## config.mk

```make
export PLATFORM = sky130hd
export DESIGN_NAME = phase_bcd_tracker
export DESIGN_NICKNAME = d
export VERILOG_FILES = /design/src/rtl/phase_bcd_pkg.sv /design/src/rtl/bcd_digit_cell.sv /design/src/rtl/bcd_mag_reg.sv /design/src/rtl/manual_req_gen.sv /design/src/rtl/phase_bcd_tracker.sv
export SDC_FILE = /design/constraint.sdc
export NUM_CORES = 1
export LEC_CHECK = 0
export BUFFER_PORTS_ARGS = -buffer_cell sky130_fd_sc_hd__clkbuf_2
export CAP_MARGIN = 20
export CORE_UTILIZATION = 30
export CTS_BUF_LIST = sky130_fd_sc_hd__clkbuf_8 sky130_fd_sc_hd__clkbuf_16
export DETAILED_ROUTE_END_ITERATION = 16
export SYNTH_ARGS = -nofsm -noshare
export SYNTH_HDL_FRONTEND = slang
export SYNTH_HIERARCHICAL = 1
export SYNTH_SLANG_ARGS = --single-unit
```

## constraint.sdc

```tcl
create_clock -name clk -period 5.45 [get_ports clk]
set_input_delay 0.545 -clock clk [delete_from_list [all_inputs] [get_ports clk]]
set_output_delay 0.545 -clock clk [all_outputs]
set_load 0.1 [all_outputs]
```

## src/rtl/phase_bcd_pkg.sv

```systemverilog
package phase_bcd_pkg;
  localparam int DIGIT_W = 4;

  typedef logic [DIGIT_W-1:0] bcd_digit_t;

  typedef enum logic {
    DIR_DOWN = 1'b0,
    DIR_UP   = 1'b1
  } step_dir_e;
endpackage

```

## src/rtl/bcd_digit_cell.sv

```systemverilog
module bcd_digit_cell
  import phase_bcd_pkg::*;
(
  input  bcd_digit_t digit_i,
  input  logic       en_i,
  input  logic       up_i,
  output bcd_digit_t digit_o,
  output logic       carry_o
);
  always_comb begin
    digit_o = digit_i;
    carry_o = 1'b0;
    if (en_i) begin
      if (up_i) begin
        if (digit_i >= bcd_digit_t'(9)) begin
          digit_o = '0;
          carry_o = 1'b1;
        end else begin
          digit_o = digit_i + bcd_digit_t'(1);
        end
      end else begin
        if (digit_i == '0) begin
          digit_o = bcd_digit_t'(9);
          carry_o = 1'b1;
        end else begin
          digit_o = digit_i - bcd_digit_t'(1);
        end
      end
    end
  end
endmodule

```

## src/rtl/bcd_mag_reg.sv

```systemverilog
module bcd_mag_reg
  import phase_bcd_pkg::*;
#(
  parameter int NDIG      = 3,
  parameter int MAG_LIMIT = 255,
  localparam int MAG_W    = NDIG * DIGIT_W
) (
  input  logic             clk,
  input  logic             rst_n,
  input  logic             upd_i,
  input  logic             grow_i,
  output logic [MAG_W-1:0] mag_o,
  output logic             zero_o,
  output logic             one_o,
  output logic             full_o
);
  logic [MAG_W-1:0] mag_q, mag_d;
  logic [NDIG:0]    chain;
  logic [NDIG-1:0]  dig_zero, dig_full;

  assign chain[0] = upd_i;

  for (genvar i = 0; i < NDIG; i++) begin : g_dig
    localparam int LIM_DIG = (MAG_LIMIT / (10 ** i)) % 10;

    bcd_digit_cell u_cell (
      .digit_i (mag_q[i*DIGIT_W +: DIGIT_W]),
      .en_i    (chain[i]),
      .up_i    (grow_i),
      .digit_o (mag_d[i*DIGIT_W +: DIGIT_W]),
      .carry_o (chain[i+1])
    );

    assign dig_zero[i] = (mag_q[i*DIGIT_W +: DIGIT_W] == '0);
    assign dig_full[i] = (mag_q[i*DIGIT_W +: DIGIT_W] == bcd_digit_t'(LIM_DIG));

    a_r2_digit_range: assert property (@(posedge clk) disable iff (!rst_n)
      mag_q[i*DIGIT_W +: DIGIT_W] <= bcd_digit_t'(9));
  end

  always_ff @(posedge clk) begin
    if (!rst_n) mag_q <= '0;
    else        mag_q <= mag_d;
  end

  assign mag_o  = mag_q;
  assign zero_o = &dig_zero;
  assign full_o = &dig_full;
  if (NDIG > 1) begin : g_one_multi
    assign one_o = (mag_q[DIGIT_W-1:0] == bcd_digit_t'(1)) && (&dig_zero[NDIG-1:1]);
  end else begin : g_one_single
    assign one_o = (mag_q[DIGIT_W-1:0] == bcd_digit_t'(1));
  end
endmodule

```

## src/rtl/manual_req_gen.sv

```systemverilog
module manual_req_gen
  import phase_bcd_pkg::*;
(
  input  logic clk,
  input  logic rst_n,
  input  logic train_i,
  input  logic up_i,
  input  logic dn_i,
  input  logic done_i,
  input  logic at_max_i,
  input  logic at_min_i,
  output logic req_o,
  output logic dir_o
);
  logic      up_prev_q, dn_prev_q, pend_q, req_q;
  step_dir_e dir_q;
  logic      up_edge, dn_edge, fire_up, fire_dn, fire;

  assign up_edge = up_i & ~up_prev_q;
  assign dn_edge = dn_i & ~dn_prev_q;
  assign fire_up = train_i & ~pend_q & up_edge & ~dn_edge & ~at_max_i;
  assign fire_dn = train_i & ~pend_q & dn_edge & ~up_edge & ~at_min_i;
  assign fire    = fire_up | fire_dn;

  always_ff @(posedge clk) begin
    if (!rst_n) begin
      up_prev_q <= 1'b0;
      dn_prev_q <= 1'b0;
      pend_q    <= 1'b0;
      req_q     <= 1'b0;
      dir_q     <= DIR_DOWN;
    end else begin
      up_prev_q <= up_i;
      dn_prev_q <= dn_i;
      pend_q    <= (pend_q & ~done_i) | fire;
      req_q     <= fire;
      if (fire) dir_q <= fire_up ? DIR_UP : DIR_DOWN;
    end
  end

  assign req_o = req_q;
  assign dir_o = dir_q;

  a_r7_req_needs_train: assert property (@(posedge clk) disable iff (!rst_n)
    req_q |-> $past(train_i));
  a_r8_single_pulse: assert property (@(posedge clk) disable iff (!rst_n)
    req_q |=> !req_q);
  a_r10_no_req_while_pending: assert property (@(posedge clk) disable iff (!rst_n)
    (pend_q && !done_i) |=> !req_q);
endmodule

```

## src/rtl/phase_bcd_tracker.sv

```systemverilog
module phase_bcd_tracker
  import phase_bcd_pkg::*;
#(
  parameter int NDIG      = 3,
  parameter int MAG_LIMIT = 255,
  localparam int MAG_W    = NDIG * DIGIT_W,
  localparam int PHASE_W  = MAG_W + 1
) (
  input  logic               clk,
  input  logic               rst_n,
  input  logic               train_done,
  input  logic               step_done,
  input  logic               step_up,
  input  logic               man_up,
  input  logic               man_dn,
  output logic               step_req,
  output logic               step_req_up,
  output logic [PHASE_W-1:0] phase_bcd
);
  logic             neg_q, neg_d;
  logic [MAG_W-1:0] mag;
  logic             zero, one, full;
  logic             grow, upd;

  // Moving away from zero grows the magnitude; from zero both directions grow.
  assign grow = step_up ? ~neg_q : (neg_q | zero);
  assign upd  = step_done & ~(grow & full);

  always_comb begin
    neg_d = neg_q;
    if (upd) begin
      if (grow) neg_d = zero ? ~step_up : neg_q;
      else      neg_d = one ? 1'b0 : neg_q;
    end
  end

  always_ff @(posedge clk) begin
    if (!rst_n) neg_q <= 1'b0;
    else        neg_q <= neg_d;
  end

  bcd_mag_reg #(.NDIG(NDIG), .MAG_LIMIT(MAG_LIMIT)) u_mag (
    .clk    (clk),
    .rst_n  (rst_n),
    .upd_i  (upd),
    .grow_i (grow),
    .mag_o  (mag),
    .zero_o (zero),
    .one_o  (one),
    .full_o (full)
  );

  manual_req_gen u_man (
    .clk      (clk),
    .rst_n    (rst_n),
    .train_i  (train_done),
    .up_i     (man_up),
    .dn_i     (man_dn),
    .done_i   (step_done),
    .at_max_i (full & ~neg_q),
    .at_min_i (full & neg_q),
    .req_o    (step_req),
    .dir_o    (step_req_up)
  );

  assign phase_bcd = {neg_q, mag};

  a_r5_no_neg_zero: assert property (@(posedge clk) disable iff (!rst_n)
    phase_bcd[PHASE_W-1] |-> (|phase_bcd[MAG_W-1:0]));
  a_r4_hold_without_done: assert property (@(posedge clk) disable iff (!rst_n)
    !step_done |=> $stable(phase_bcd));
  a_r6_sat_high: assert property (@(posedge clk) disable iff (!rst_n)
    (step_done && step_up && !phase_bcd[PHASE_W-1] && full) |=> $stable(phase_bcd));
  a_r6_sat_low: assert property (@(posedge clk) disable iff (!rst_n)
    (step_done && !step_up && phase_bcd[PHASE_W-1] && full) |=> $stable(phase_bcd));
endmodule

```

==> summary.md <==
| Metric | Value |
|---|---|
| CP max-delay cell | or4_4 |
| Final core area utilization | 34.2% |
| Syn Nets | between 150 and 200 |
| Tmin final | 3.79 ns |
| Comb power frac | 64.4% |
| Clk root buf | clkbuf_8 |
| Clock share of power | approximately 12% |
| Clock-pin slew on the worst setup and hold paths | about 0.080 ns |
| Final hold viol count | 0 |
| CTS buffer count | 3 |
| Clock Skew | 0.00363 ns |
| Total congestion overflow | 0 |
| Ports | 22 |
| Initial core utilization | a little under a third |
| Clock sink count | 18 |
| Measured slew at the worst slew-check pin | around 0.56 ns |
| IR drop worst, VDD | approximately 0.28 mV |
| FP Rows | 26 |
| Final ANT Viol Nets | 0 |
| Critical Path End Type | register |
| Endpoints failing setup | 0 |
| Wire per inst | between 10 and 15 µm |
| Relative max-transition margin | a little over three fifths |
| RePlAce Congestion | between 0.8 and 0.9 |
| DRT Wirelength | about 3400 µm |
| Drt drc | 0 |
| Die X | roughly 74 µm |
| Die area | about 5500 µm² |
| WHS | roughly 0.47 ns |
| Sw frac | between 50% and 60% |
| Commonest non-fill, non-tap cell in the layout | clkbuf_2 |
| P_sw | 0.502 mW |
| Via count | 1,335 |
| Worst Path Required | between 5 and 6 ns |
| CP arrival | 4.00 ns |
| Initial antenna violation count | 0 |
| Final number of max-transition violations | 0 |
| Area Overhead vs Synth | 10.2% |
| Hold Path Class | register to register |
| Port bufs | 21 |
| Status | completed |
| Die Y | 74.5 µm |
| Lkg Pwr | ~0.7 nW |
| Critical Path, Cell by Cell | or4_4, nor3_1, nor3_2, a21oi_1, buf_4, o21ai_0, nor2_1, o21ai_0, nor2_1, nand2b_1, a2111oi_0, a221o_1, and2_1 |
| Synth Warn # | 6 |
| Flop pwr share | 23.5% |
| Power Density | between 500 and 600 nW/µm² |
| Worst Setup Start Kind | register |
| Post-cts sizing count | 0 |
| Antenna diodes | 0 |
| CP Buf/Inv Count | 1 |
| Final period utilization | a little over two thirds |
| Syn avg cell area | approximately 9.0 µm² |
| Setup Crit Path Kind | register to register |
| Syn Std Cell Area | around 1600 µm² |
| Total power | around 0.94 mW |
| Total Routing Usage GR | around 13% |
| Post CTS Setup Buffer Count | 0 |
| Unrepaired setup endpoints after global routing | no |
| Avg Vias per Cell | roughly 5.1 |
| Number of DRC markers in iteration 0 | 82 |
| Clock Latency Late Sink | roughly 0.26 ns |
| # Max-Cap Violations | 0 |
| First-pass GRT wire length | roughly 5600 µm |
| Critical Path Fanout Max | 20 |
| Cell count after synthesis | 175 |
| # fillers | 543 |
| Setup TNS | 0 ns |
| Commonest non-fill, non-tap cells in the layout | 21 x clkbuf_2, 18 x dfxtp_1, 14 x and2_1, 13 x inv_1, 12 x ha_1 |
| P_int | 0.441 mW |
| HPWL Detailed | between 2000 and 2500 µm |
| Setup WS post-layout | around 1.7 ns |
| Bufs on Longest Clock Path | 2 |
| H-Tree Depth | 1 |
| Layout cells sized above 1 | between 20 and 30% |
| Pre-CTS setup slack | ~1.8 ns |
| CP peak stage delay | between 0.5 and 0.6 ns |
| CTS Hold Buffers Added | 0 |
| Top delay family on crit path | simple AND/OR/NAND/NOR gates |
| Core region area | 5070 µm² |
| Pin count of the biggest net entering global routing | 21 |
| Fmax | about 260 MHz |
| Vias in the first global route | about 1,200 |
| Detailed-router iteration count before antenna repair | 4 |
| CTS tree | done |
| Nets | 210 |
[power groups by stage]
| stage | sequential (mW) | clock [mW] | combinational, mW |
|---|---|---|---|
| 2_1_floorplan | 0.348 | 0 | 0.394 |
| 3_3_place_gp | 0.224 | 0 | 0.600 |
| 3_5_place_dp | 0.224 | 0 | 0.600 |
| 4_1_cts | 0.221 | 0.117 | 0.603 |
| 5_1_grt | 0.229 | 0.123 | 0.657 |
| 6_report | 0.222 | 0.115 | 0.607 |
[metal layers]
metal,up-vias,global-route usage (%),routed length (µm)
li1,668,-,-
met1,641,18.1,1750
met2,26,19.9,1530
met3,0,3.52,121
met4,0,2.94,0
met5,-,0,0
[worst register-to-register path: stages, from the launching register on]
cell       delay, ns
dfxtp_1         0.43
or4_4           0.56
nor3_1          0.30
nor3_2          0.07
a21oi_1         0.12
buf_4           0.23
o21ai_0         0.12
nor2_1          0.46
o21ai_0         0.17
nor2_1          0.45
nand2b_1        0.16
a2111oi_0       0.41
a221o_1         0.16
and2_1          0.10
[layout make-up]
class                           count  area, µm²  share of cell area (%)
Sequential cell                    18        360                    20.7
Clock buffer                        4       55.1                    3.17
Timing Repair Buffer               22        113                    6.48
Multi-Input combinational cell    133       1070                    61.8
Inverter                           13       48.8                    2.81
Tap cell                           70       87.6                    5.04
[flip-flops by register name, summed over array words and instances (netlist names)]
name / count
u_man/req_o: 1
u_mag/mag_o: 12
u_man/dir_o: 1
u_man/pend_q: 1
u_man/dn_prev_q: 1
u_man/up_prev_q: 1
neg_q: 1
[metrics by stage]
step | instances | instance area (µm²)
final | 260 | 1740
after detailed placement | 256 | 1680
after global routing | 260 | 1740
after floorplan | 175 | 1580
after global placement | 256 | 1680
after CTS | 260 | 1740
[worst paths after layout]
check	end	slack, ns	cells past startpoint	start
setup / recovery	u_mag/mag_o[10]$_SDFF_PN0_	1.66	13	u_mag/mag_o[6]$_SDFF_PN0_
hold / removal	u_man/dir_o$_SDFFE_PN0P_	0.47	2	u_man/dir_o$_SDFFE_PN0P_
setup reg to reg	u_mag/mag_o[10]$_SDFF_PN0_	1.66	13	u_mag/mag_o[6]$_SDFF_PN0_
hold reg to reg	u_man/dir_o$_SDFFE_PN0P_	0.47	2	u_man/dir_o$_SDFFE_PN0P_
(Power assumes the default switching activity.)
